[src/rtl/bcu_pkg.sv]
package bcu_pkg;
  localparam int OP_W   = 8;
  localparam int MASK_W = 4;
  localparam int RSEL_W = 4;
  localparam int DISP_W = 12;
  localparam int INSTR_W = OP_W + MASK_W + 2 * RSEL_W + DISP_W;

  // Register-indexed instruction word, most significant field first.
  typedef struct packed {
    logic [OP_W-1:0]   op;
    logic [MASK_W-1:0] mask;
    logic [RSEL_W-1:0] xsel;
    logic [RSEL_W-1:0] bsel;
    logic [DISP_W-1:0] disp;
  } bcu_word_t;
endpackage

[src/rtl/bcu_target.sv]
// Effective address adder: index + base + displacement, with a register
// number of zero standing for a zero term.
module bcu_target #(
  parameter int AW = 32
) (
  input  logic [bcu_pkg::RSEL_W-1:0] xsel,
  input  logic [bcu_pkg::RSEL_W-1:0] bsel,
  input  logic [AW-1:0]              xval,
  input  logic [AW-1:0]              bval,
  input  logic [bcu_pkg::DISP_W-1:0] disp,
  output logic [AW-1:0]              target
);
  logic [AW-1:0] xterm;
  logic [AW-1:0] bterm;
  logic [AW-1:0] dterm;

  always_comb begin
    xterm  = (xsel == '0) ? '0 : xval;
    bterm  = (bsel == '0) ? '0 : bval;
    dterm  = AW'(disp);
    target = xterm + bterm + dterm;
  end
endmodule

[src/rtl/bcu_cond.sv]
// Mask selection: condition code value g enables mask bit (NCOND-1-g).
module bcu_cond #(
  parameter int CC_W = 2
) (
  input  logic [CC_W-1:0]        cc,
  input  logic [(1<<CC_W)-1:0]   mask,
  output logic                   hit
);
  localparam int NCOND = 1 << CC_W;

  logic [NCOND-1:0] sel;

  for (genvar g = 0; g < NCOND; g++) begin : g_cond
    assign sel[g] = (cc == CC_W'(g)) & mask[NCOND-1-g];
  end

  assign hit = |sel;
endmodule

[src/rtl/bcu_branch_unit.sv]
module bcu_branch_unit #(
  parameter int          AW     = 32,
  parameter logic [7:0]  OPCODE = 8'h47,
  parameter int          ILEN   = 4
) (
  input  logic                          clk,
  input  logic                          rst_n,
  input  logic                          in_valid,
  input  logic [bcu_pkg::INSTR_W-1:0]   instr,
  input  logic [1:0]                    cc,
  input  logic [AW-1:0]                 cur_addr,
  input  logic [AW-1:0]                 idx_val,
  input  logic [AW-1:0]                 base_val,
  output logic [bcu_pkg::RSEL_W-1:0]    idx_sel,
  output logic [bcu_pkg::RSEL_W-1:0]    base_sel,
  output logic [AW-1:0]                 next_addr,
  output logic                          taken,
  output logic                          out_valid
);
  import bcu_pkg::*;

  localparam int CC_W = 2;

  bcu_word_t     word;
  logic          is_bc;
  logic          hit;
  logic [AW-1:0] target;
  logic [AW-1:0] fall;
  logic [AW-1:0] addr_d;
  logic          taken_d;
  logic          load_en;

  assign word     = bcu_word_t'(instr);
  assign idx_sel  = word.xsel;
  assign base_sel = word.bsel;

  bcu_target #(.AW(AW)) u_target (
    .xsel   (word.xsel),
    .bsel   (word.bsel),
    .xval   (idx_val),
    .bval   (base_val),
    .disp   (word.disp),
    .target (target)
  );

  bcu_cond #(.CC_W(CC_W)) u_cond (
    .cc   (cc),
    .mask (word.mask),
    .hit  (hit)
  );

  // Next-state logic
  always_comb begin
    load_en = in_valid;
    is_bc   = (word.op == OPCODE);
    fall    = cur_addr + AW'(ILEN);
    taken_d = is_bc & hit;
    addr_d  = taken_d ? target : fall;
  end

  // Registers
  always_ff @(posedge clk or negedge rst_n) begin
    if (!rst_n) begin
      out_valid <= 1'b0;
      taken     <= 1'b0;
      next_addr <= '0;
    end else begin
      out_valid <= in_valid;
      if (load_en) begin
        taken     <= taken_d;
        next_addr <= addr_d;
      end
    end
  end
endmodule

[config.mk]
export PLATFORM = sky130hd
export DESIGN_NAME = bcu_branch_unit
export DESIGN_NICKNAME = d
export VERILOG_FILES = /design/src/rtl/bcu_pkg.sv /design/src/rtl/bcu_target.sv /design/src/rtl/bcu_cond.sv /design/src/rtl/bcu_branch_unit.sv
export SDC_FILE = /design/constraint.sdc
export NUM_CORES = 1
export LEC_CHECK = 0
export BUFFER_PORTS_ARGS = -buffer_cell sky130_fd_sc_hd__buf_2
export CAP_MARGIN = 5
export CORE_MARGIN = 1.5
export CORE_UTILIZATION = 45
export DETAILED_ROUTE_END_ITERATION = 7
export PLACE_DENSITY = 0.74
export SYNTH_ARGS = -nofsm -noshare
export SYNTH_HDL_FRONTEND = slang
export SYNTH_SLANG_ARGS = --single-unit
[constraint.sdc]
create_clock -name clk -period 2.49 [get_ports clk]
set_input_delay 0.249 -clock clk [delete_from_list [all_inputs] [get_ports clk]]
set_output_delay 0.249 -clock clk [all_outputs]
set_load 0.01 [all_outputs]
==> results.json, run 1 <==
{
  "run_status": "complete, but fails checks",
  "violations": "negative setup slack",
  "post-route-worst-setup-slack_ps": -829.3,
  "cts-hold-fix-buffers": 0,
  "drv_slew": 0,
  "post-route-drc-count": 0,
  "dr_total_vias": 5688,
  "synth_common_cells": "64 x sky130_fd_sc_hd__nor2b_1, 56 x sky130_fd_sc_hd__a21oi_1, 50 x sky130_fd_sc_hd__ha_1, 50 x sky130_fd_sc_hd__nand2_1, 41 x sky130_fd_sc_hd__nor2_1",
  "floorplan.die.width_um": 106.2,
  "post-synth-top-count-cell": "sky130_fd_sc_hd__nor2b_1",
  "final_period_minus_worst_setup_slack_ps": 3319,
  "average_instance_area_after_synthesis_um2": 7.899,
  "netlist_instances": 607,
  "net-switching-power_mw": 1.398,
  "finalCritPeriodShare_pct": 133.3,
  "rows": 37,
  "mappedNetlistArea_mm2": 0.004795,
  "cp_data_arrival_time_ps": 3500,
  "p_seq_share_pct": 18.8,
  "share_of_synthesized_flip_flops_with_an_asynchronous_set_or_reset_pct": 100.0,
  "fp.dieH_um": 106.2,
  "initial_antenna_violation_count": 0,
  "n_antenna_cell": 0,
  "routed_vias_inst": 5.571,
  "critical_path_class": "in2reg",
  "max-cap-violations": 0,
  "synth-edff-count": 0,
  "largest_net_degree_at_the_start_of_global_routing": 39,
  "required_ps": 2670,
  "design.portCount": 175,
  "clock_latency_ps": 300,
  "design.final.nets": 1080,
  "grt_setup_unrepaired": "yes",
  "timing.critical_path.to_type": "flip-flop",
  "synth_sequential_area_ratio_pct": 17.75,
  "grt_pass1_wl_um": 24870,
  "worst_pin_slew_ps": 823.6,
  "clock.fmax_mhz": 301.3,
  "hold_viol_final": 0,
  "routed_wirelength_um": 16530,
  "critical_path.max_fanout": 6,
  "worst_ir_drop_vdd_v": 0.0002977,
  "post_route_cells_drive_above_1_share_pct": 46.89,
  "cts_made_buffers": 5,
  "critical_path.cell_chain": "buf_8 -> nor4_4 -> buf_6 -> buf_8 -> nor2b_4 -> fa_2 -> inv_2 -> fa_2 -> and2b_2 -> o2111ai_4 -> a211oi_2 -> o31a_1 -> o21ai_2 -> and4_1 -> or3_1",
  "cts_sinks": 34,
  "start_util_pct": 46.44,
  "timing.critical_path.buf_inv": 4,
  "gp_congestion": 0.8762,
  "p_comb_share_pct": 68.0,
  "ys_seq_elements": 34,
  "p_leak_nw": 3.507,
  "hpwlAfterDp_um": 12250,
  "ys_types": 67,
  "holdCritPathClass": "in2async",
  "top_post_synthesis_cells_by_area": "sky130_fd_sc_hd__dfrtp_1 18%, sky130_fd_sc_hd__ha_1 13%, sky130_fd_sc_hd__nor2b_1 8.4%",
  "timing.critical_path.slowest_cell_delay_ps": 620,
  "area_growth_pct": 57.07,
  "clock_power_share_pct": 13.2,
  "filler_cell_count": 769,
  "cts_tree": "built",
  "ctsLongestPathBuffers": 2,
  "portBuffers": 174,
  "post_drt_wl_per_cell_um": 16.19,
  "synth_largest_type_area_fraction_pct": 17.75,
  "slew-limit-headroom_pct": 45.10,
  "synth-warning-count": 0,
  "cellInternalPower_mw": 1.964,
  "synth_top_flop_cell": "sky130_fd_sc_hd__dfrtp_1",
  "synth_fp_nets": 803,
  "grt_remaining_overflow": 0,
  "dr.pass1.iters": 5,
  "clkSlewWorstSetupHoldPaths_ps": 80,
  "powerDensity_mw_per_mm2": 446.4,
  "dpl_worst_slack_ps": -1147,
  "critPathLaunchType": "input pin",
  "path_delay_family": "simple AND/OR/NAND/NOR gates",
  "slowest_stage": "sky130_fd_sc_hd__fa_2",
  "core_region_area_mm2": 0.01032,
  "finClkSkew_ps": 0,
  "tot_gr_track_use_pct": 26.96,
  "design.die.area_mm2": 0.01128,
  "power.share.switching_pct": 41.59,
  "drtAntennaViolNets": 0,
  "report.final.setup_viol": 29,
  "synthDominantAreaCellType": "sky130_fd_sc_hd__dfrtp_1",
  "total_power_mw": 3.362,
  "grt_pass1_vias": 5565,
  "detail_route.iter0.violations": 219,
  "cts.htree.levels": 2,
  "clockRootBuffer": "sky130_fd_sc_hd__clkbuf_8"
}
-- state kept, by name, summed over array words and instances (netlist names) --
signal,cells
next_addr,32
taken,1
out_valid,1
-- power by group through the flow --
stage | logic (mW) | registers, mW | clock network (mW)
global placement | 1.71 | 0.641 | 0
floorplan | 0.951 | 0.662 | 0
global route | 2.44 | 0.638 | 0.473
detailed placement | 1.74 | 0.642 | 0
finish | 2.29 | 0.634 | 0.444
CTS | 2.00 | 0.632 | 0.440
-- per-layer routing --
metal  global-route usage, %  vias to the layer above  wire [um]
li1                        -                     2729          -
met1                   30.70                     2699       6373
met2                   49.91                      213       8763
met3                   4.905                       47        881
met4                   9.653                        0        514
met5                       0                        -          0
-- stage by stage --
stage               util (%)  instance area, um^2  setup TNS [ps]  hold WS [ps]  instances
floorplan                  -                 4945          -13090        -46.59        607
global placement       63.54                 6560          -25120         371.2        983
detailed placement     63.54                 6560          -27230         385.3        983
CTS                    69.13                 7137          -14020         65.01       1008
global route           72.95                 7531          -19640         108.3       1021
finish                 72.95                 7531          -16950         33.89       1021
-- timing repair --
item / 4_1_cts / 5_1_grt
gates resized for setup: 77 / 51
pin swaps: 69 / 64
hold endpoints to repair: 0 / 0
setup endpoints to repair: 29 / 29
buffers inserted: 18 / 15
-- area by class of cell --
cell class	count	area (um^2)	area share, %
inverters	18	67.56	0.8972
flip-flops and latches	34	850.8	11.30
repair buffers	305	1949	25.88
clock buffers	7	86.33	1.146
clock inverters	1	5.005	0.06646
multi-input cells	520	4402	58.45
well taps	136	170.2	2.260
-- cell usage in the layout (no fill, tap or decap), types with 8 or more instances in the layout --
cell                        n
sky130_fd_sc_hd__buf_2    172
sky130_fd_sc_hd__buf_4    111
sky130_fd_sc_hd__nor2b_1   59
sky130_fd_sc_hd__nand2_1   44
sky130_fd_sc_hd__a21oi_1   44
sky130_fd_sc_hd__ha_1      39
sky130_fd_sc_hd__nor2_1    38
sky130_fd_sc_hd__dfrtp_1   34
sky130_fd_sc_hd__xnor2_1   23
sky130_fd_sc_hd__buf_6     20
sky130_fd_sc_hd__nand3_1   17
sky130_fd_sc_hd__o21ai_0   16
sky130_fd_sc_hd__inv_1     16
sky130_fd_sc_hd__xor2_1    12
sky130_fd_sc_hd__nand4_1   12
sky130_fd_sc_hd__fa_1      10
sky130_fd_sc_hd__ha_4      10
sky130_fd_sc_hd__o21ai_1    9
sky130_fd_sc_hd__a21o_1     9
sky130_fd_sc_hd__nor3_1     9
sky130_fd_sc_hd__o21a_1     8
-- final timing paths --
kind                                    start            end  slack (ps)  cells after the start
worst min-delay path                    rst_n  next_addr[27]          30                      1
worst max-delay path                instr[13]  next_addr[21]        -830                     15
worst max register to register  next_addr[21]  next_addr[21]        1320                      2
max in group asynchronous               rst_n   next_addr[0]        1930                      1
min in group clk                  cur_addr[1]   next_addr[1]         270                      3
worst min register to register          taken          taken         480                      1
-- cell families after synthesis --
family	Yosys count	share of synthesized area, %
flops	34	17.75
mux	6	1.566
xor+xnor	44	8.038
fa+ha+maj	63	18.48
simple gates	243	27.30
compound gates	164	21.92
buf+inv	53	4.958
Power figures use the tool's default switching activity.
==> inputs of run 2 (changes only) <==
--- a/config.mk
+++ b/config.mk
@@ -11,6 +11,7 @@
 export CORE_UTILIZATION = 45
 export DETAILED_ROUTE_END_ITERATION = 7
 export PLACE_DENSITY = 0.74
+export SETUP_SLACK_MARGIN = 0.15
 export SYNTH_ARGS = -nofsm -noshare
 export SYNTH_HDL_FRONTEND = slang
 export SYNTH_SLANG_ARGS = --single-unit
==> results.json, run 2 (synthesis results as in run 1) <==
{
  "cts_sinks": 34,
  "worst_ir_drop_vdd_v": 0.0003035,
  "post_drt_wl_per_cell_um": 15.81,
  "cts.htree.levels": 2,
  "post-route-worst-setup-slack_ps": -695.4,
  "worstReg2RegEnd": "next_addr[21]",
  "final_cell_mix": "170 x sky130_fd_sc_hd__buf_2, 109 x sky130_fd_sc_hd__buf_4, 59 x sky130_fd_sc_hd__nor2b_1",
  "largest_net_degree_at_the_start_of_global_routing": 39,
  "run_status": "complete, but fails checks",
  "dr_total_vias": 5537,
  "timing.critical_path.to_type": "flip-flop",
  "critical_path_class": "in2reg",
  "hpwlAfterDp_um": 12920,
  "critical-path-top-cell-by-count": "sky130_fd_sc_hd__buf_4",
  "routed_wirelength_um": 15860,
  "design.portCount": 175,
  "report.final.setup_viol": 27,
  "start_util_pct": 46.44,
  "grt_remaining_overflow": 0,
  "top_layer_used": "met4",
  "drtAntennaViolNets": 0,
  "powerDensity_mw_per_mm2": 440.6,
  "detail_route.iter0.violations": 244,
  "worst_pin_slew_ps": 788.4,
  "rows": 37,
  "finClkSkew_ps": 0,
  "timing.critical_path.slowest_cell_delay_ps": 560,
  "hold_viol_final": 0,
  "design.die.area_mm2": 0.01128,
  "dr_wl_met2_um": 7915,
  "largest_register": "next_addr",
  "design.final.nets": 1062,
  "post-route-drc-count": 0,
  "max-cap-violations": 0,
  "holdCritPathClass": "in2async",
  "fp.dieH_um": 106.2,
  "critPathLaunchType": "input pin",
  "clkSlewWorstSetupHoldPaths_ps": 70,
  "clockRootBuffer": "sky130_fd_sc_hd__clkbuf_8",
  "n_antenna_cell": 0,
  "post_route_cells_drive_above_1_share_pct": 42.91,
  "largestRegisters": "next_addr x32, out_valid x1, taken x1",
  "multi_input_area_mm2": 0.004093,
  "drt-met1-wl_um": 6790,
  "total_power_mw": 3.109,
  "area_growth_pct": 47.16,
  "tot_gr_track_use_pct": 27.66,
  "cts_made_buffers": 5,
  "ctsLongestPathBuffers": 2,
  "violations": "negative setup slack",
  "final_period_minus_worst_setup_slack_ps": 3185,
  "critical_path.cell_chain": "buf_6 -> nor4_4 -> buf_4 -> buf_4 -> nor2b_1 -> fa_1 -> ha_4 -> buf_4 -> nand2_1 -> nor2_1 -> a221oi_2 -> a31oi_2 -> o21ai_2 -> mux2_4 -> a21oi_1",
  "clock_latency_ps": 290,
  "dr.pass1.iters": 5,
  "most_common_cell_after_layout_fill_and_taps_aside": "sky130_fd_sc_hd__buf_2",
  "timing.reg2reg.setup_slack_ps": 1360,
  "critical_path.max_fanout": 6,
  "rr_startpoint": "next_addr[21]",
  "critical_path.startpoint": "instr[13]",
  "drv_slew": 0,
  "gp_congestion": 0.9036,
  "cp_data_arrival_time_ps": 3410,
  "initial_antenna_violation_count": 0,
  "filler_cell_count": 895,
  "met3_wirelength_um": 882,
  "finalCritPeriodShare_pct": 127.9,
  "routed_vias_inst": 5.520,
  "portBuffers": 174,
  "fin_worst_hold_slack_ps": 28.16,
  "grt_pass1_wl_um": 25380,
  "ff_latch_area_um2": 850.8,
  "core_region_area_mm2": 0.01032,
  "cts-hold-fix-buffers": 0,
  "slowest_stage": "sky130_fd_sc_hd__fa_1",
  "cts_tree": "built",
  "required_ps": 2720,
  "slew-limit-headroom_pct": 47.44,
  "grt_setup_unrepaired": "yes",
  "reg2regPathDepth": 2,
  "largest_reg_flops": 32,
  "clock.fmax_mhz": 313.9,
  "grt_pass1_vias": 5394,
  "floorplan.die.width_um": 106.2,
  "p_leak_nw": 3.365
}
run 2: cell types whose count changed in the layout (fill, tap and decap cells not counted), moves of 3 or more:
cell,delta
sky130_fd_sc_hd__nand3_1,+3
sky130_fd_sc_hd__buf_6,-13
sky130_fd_sc_hd__a21oi_4,-4
sky130_fd_sc_hd__o21ai_4,-4
sky130_fd_sc_hd__ha_4,-4
sky130_fd_sc_hd__a211oi_4,-3
sky130_fd_sc_hd__a211oi_2,+3
sky130_fd_sc_hd__nand2_1,+4
run 2: worst max path at each step:
stage                    endpoint  cells past startpoint
floorplan           next_addr[21]                     13
global placement    next_addr[11]                     15
detailed placement  next_addr[11]                     15
CTS                 next_addr[21]                     15
global route        next_addr[22]                     15
finish              next_addr[26]                     15
run 2: report_power, final:
group | switching, mW | leakage, nW | total [mW] | internal, mW
clock network | 0.213 | 0.0524 | 0.512 | 0.300
logic | 0.995 | 2.91 | 1.96 | 0.966
registers | 0.0334 | 0.401 | 0.635 | 0.602
total | 1.24 | 3.37 | 3.11 | 1.87
run 2: cell type report:
class | count | area share [%]
clock buffers | 7 | 1.082
clock inverters | 1 | 0.4256
inverters | 18 | 0.9576
multi-input cells | 520 | 58.01
flip-flops and latches | 34 | 12.06
well taps | 136 | 2.412
repair buffers | 287 | 25.06
run 2: worst max-delay path, delay by kind of cell:
family          cells  cell delay (ps)
fa+ha+maj           2              780
compound gates      4              950
buf+inv             4              580
simple gates        4              510
mux                 1              320
run 2: through the flow:
step / instance area (um^2) / setup slack (ps) / setup TNS [ps] / std cells / util, %
after global placement: 6553 / -998.9 / -22310 / 982 / 63.47
after CTS: 6939 / -663.7 / -12910 / 1001 / 67.22
after floorplan: 4945 / -833.5 / -13080 / 607 / -
final: 7056 / -695.4 / -14610 / 1003 / 68.34
after global routing: 7056 / -865.6 / -18630 / 1003 / 68.34
after detailed placement: 6553 / -1099 / -24720 / 982 / 63.47
run 2: timing repair:
action	CTS	global route
buffers inserted	10	2
pin swaps	34	11
resized for setup	41	20
setup endpoints to repair	29	29
cloned	1	0
run 2: layer usage:
| metal | global-route usage (%) | vias up |
|---|---|---|
| li1 | - | 2692 |
| met1 | 35.70 | 2600 |
| met2 | 49.63 | 216 |
| met3 | 2.698 | 29 |
| met4 | 6.274 | 0 |
| met5 | 0 | - |
==> inputs of run 3 (changes only) <==
--- a/config.mk
+++ b/config.mk
@@ -10,8 +10,9 @@
 export CORE_MARGIN = 1.5
 export CORE_UTILIZATION = 45
 export DETAILED_ROUTE_END_ITERATION = 7
-export PLACE_DENSITY = 0.74
+export PLACE_DENSITY = 0.73
 export SETUP_SLACK_MARGIN = 0.15
 export SYNTH_ARGS = -nofsm -noshare
 export SYNTH_HDL_FRONTEND = slang
+export SYNTH_HIERARCHICAL = 1
 export SYNTH_SLANG_ARGS = --single-unit
==> results.json, run 3 <==
{
  "run_status": "complete, but fails checks",
  "violations": "negative setup slack",
  "routed_wirelength_um": 16930,
  "worst_ir_drop_vdd_v": 0.0003033,
  "clock.fmax_mhz": 301.3,
  "drtAntennaViolNets": 0,
  "core_region_area_mm2": 0.01089,
  "post-synth-top-count-cell": "sky130_fd_sc_hd__nor2b_1",
  "cts.htree.levels": 2,
  "final_period_minus_worst_setup_slack_ps": 3319,
  "final_core_utilization_pct": 70.64,
  "routed_vias_inst": 5.597,
  "average_instance_area_after_synthesis_um2": 7.916,
  "max-cap-violations": 0,
  "largestRegisters": "next_addr x32, out_valid x1, taken x1",
  "detail_route.iter0.violations": 356,
  "dr_total_vias": 5927,
  "cts-hold-fix-buffers": 0,
  "finalCritPeriodShare_pct": 133.3,
  "tot_gr_track_use_pct": 27.58,
  "synth_sequential_area_ratio_pct": 16.90,
  "synth_fp_nets": 832,
  "ctsLongestPathBuffers": 2,
  "report.final.setup_viol": 28,
  "final_cell_mix": "172 x sky130_fd_sc_hd__buf_2, 126 x sky130_fd_sc_hd__buf_4, 66 x sky130_fd_sc_hd__nor2b_1",
  "total_negative_setup_slacks_ps": -18080,
  "gp_congestion": 0.9629,
  "placement.cell_area_mm2": 0.006892,
  "start_util_pct": 46.24,
  "final_design_area_no_fill_mm2": 0.007691,
  "largest_register": "next_addr",
  "synthDominantAreaCellType": "sky130_fd_sc_hd__dfrtp_1",
  "netlist_instances": 636,
  "largest_net_degree_at_the_start_of_global_routing": 35,
  "rows": 38,
  "grt_pass1_vias": 5694,
  "area_growth_pct": 52.76,
  "synth-warning-count": 6,
  "mappedNetlistArea_mm2": 0.005035,
  "ys_types": 72,
  "cts_sinks": 34,
  "most_common_cell_after_layout_fill_and_taps_aside": "sky130_fd_sc_hd__buf_2",
  "slew-limit-headroom_pct": 35.44,
  "critical_path_class": "in2reg",
  "fin_worst_hold_slack_ps": 33.89,
  "design.portCount": 175,
  "post_route_cells_drive_above_1_share_pct": 45.70,
  "post-route-drc-count": 0,
  "share_of_synthesized_flip_flops_with_an_asynchronous_set_or_reset_pct": 100.0,
  "largest_reg_flops": 32,
  "synth_common_cells": "67 x sky130_fd_sc_hd__nor2b_1, 50 x sky130_fd_sc_hd__ha_1, 48 x sky130_fd_sc_hd__nand2_1",
  "clkSlewWorstSetupHoldPaths_ps": 80,
  "grt_pass1_wl_um": 26100,
  "required_ps": 2670,
  "holdCritPathClass": "in2async",
  "dr.pass1.iters": 5,
  "timing.critical_path.to_type": "flip-flop",
  "grt_remaining_overflow": 0,
  "post-route-worst-setup-slack_ps": -829.3,
  "hold_viol_final": 0,
  "post_drt_wl_per_cell_um": 15.99,
  "synth_top_flop_cell": "sky130_fd_sc_hd__dfrtp_1",
  "critPathLaunchType": "input pin",
  "drv_slew": 0,
  "critical_path.max_fanout": 5,
  "p_leak_nw": 3.715,
  "cp_data_arrival_time_ps": 3500,
  "hpwlAfterDp_um": 12840,
  "portBuffers": 174,
  "powerDensity_mw_per_mm2": 450.0,
  "fp.dieH_um": 108.8,
  "cts_made_buffers": 5,
  "ys_seq_elements": 34,
  "design.final.nets": 1114,
  "cts_tree": "built",
  "n_antenna_cell": 0,
  "top_post_synthesis_cells_by_area": "sky130_fd_sc_hd__dfrtp_1 17%, sky130_fd_sc_hd__ha_1 12%, sky130_fd_sc_hd__nor2b_1 8.3%",
  "synth-edff-count": 0,
  "grt_setup_unrepaired": "yes",
  "clockRootBuffer": "sky130_fd_sc_hd__clkbuf_8",
  "worst_pin_slew_ps": 968.5,
  "finClkSkew_ps": 0,
  "floorplan.die.width_um": 108.8,
  "initial_antenna_violation_count": 0,
  "clock_latency_ps": 290,
  "synth_largest_type_area_fraction_pct": 16.90,
  "design.die.area_mm2": 0.01183
}
==> run 3: cell types whose count changed after synthesis, sizes merged, moves of 8 or more <==
cell / delta
o22ai: +9
inv: +9
nand3: +10
a21oi: -20
nor2: -10
a31oi: +8
==> run 3: path summary, 6_finish.rpt <==
kind,slack [ps],cells past startpoint,start,end
setup reg to reg,1530,3,next_addr[25],next_addr[25]
hold reg to reg,510,2,next_addr[9],next_addr[9]
hold / removal,30,1,rst_n,next_addr[8]
max in group asynchronous,1940,1,rst_n,next_addr[28]
min in group clk,210,3,cur_addr[0],next_addr[0]
setup / recovery,-830,20,instr[17],next_addr[22]
==> run 3: repair_timing <==
action	4_1_cts	5_1_grt
gates cloned	2	0
setup buffers	9	6
gates resized for setup	57	68
setup endpoints to repair	28	29
pin swaps	22	38
==> run 3: routing by layer <==
layer  vias up  share of wire [%]  track usage (%)
met5         -                  0                0
met4         0                2.4            11.09
met1      2781                 42            35.60
li1       2863                  -                -
met3        34                6.6            4.065
met2       249                 49            46.14
==> run 3: kinds of logic after synthesis <==
logic type                 after synthesis  synth area share [%]
buffers and inverters                   67                 6.163
AOI/OAI and AO/OA                      160                 20.70
adders and majority gates               63                 17.59
xor gates and xnor gates                45                 7.828
muxes                                   11                 2.659
DFF                                     34                 16.90
and+or+nand+nor                        256                 28.16
==> run 3: through the flow <==
step                      power, mW  setup WS [ps]  instances
after floorplan               1.669         -914.7        636
after global placement        2.510          -1068       1034
after detailed placement      2.546          -1137       1034
after CTS                     3.156         -783.0       1053
after global routing          3.681          -1005       1059
final                         3.461         -829.3       1059
==> run 3: critical path: stages <==
cell and delay (ps):
sky130_fd_sc_hd__buf_6 100, sky130_fd_sc_hd__nor4_4 250, sky130_fd_sc_hd__buf_4 180, sky130_fd_sc_hd__buf_12 120, sky130_fd_sc_hd__buf_4 110, sky130_fd_sc_hd__nor2b_1 50, sky130_fd_sc_hd__fa_1 490, sky130_fd_sc_hd__ha_4 310
sky130_fd_sc_hd__buf_4 110, sky130_fd_sc_hd__buf_6 100, sky130_fd_sc_hd__nand4b_1 190, sky130_fd_sc_hd__a21o_1 250, sky130_fd_sc_hd__a21oi_2 150, sky130_fd_sc_hd__buf_6 140, sky130_fd_sc_hd__buf_6 100, sky130_fd_sc_hd__a21oi_2 50
sky130_fd_sc_hd__xnor2_2 140, sky130_fd_sc_hd__nor2_1 90, sky130_fd_sc_hd__a31oi_1 50, sky130_fd_sc_hd__mux2_4 260
==> run 3: power breakdown <==
| group | leakage [nW] | total (mW) | switching [mW] | internal, mW |
|---|---|---|---|---|
| logic | 3.26 | 2.38 | 1.17 | 1.22 |
| clock network | 0.0482 | 0.440 | 0.216 | 0.223 |
| registers | 0.407 | 0.636 | 0.0321 | 0.604 |
| total | 3.71 | 3.46 | 1.42 | 2.05 |
==> run 3: final cells by class <==
class / count / area [um^2]
inverter: 27 / 101.3
sequential: 34 / 850.8
fill: 869 / 3197
multi-input combinational: 535 / 4410
tap: 140 / 175.2
clock buffer: 7 / 86.33
timing repair buffer: 315 / 2062
clock inverter: 1 / 5.005
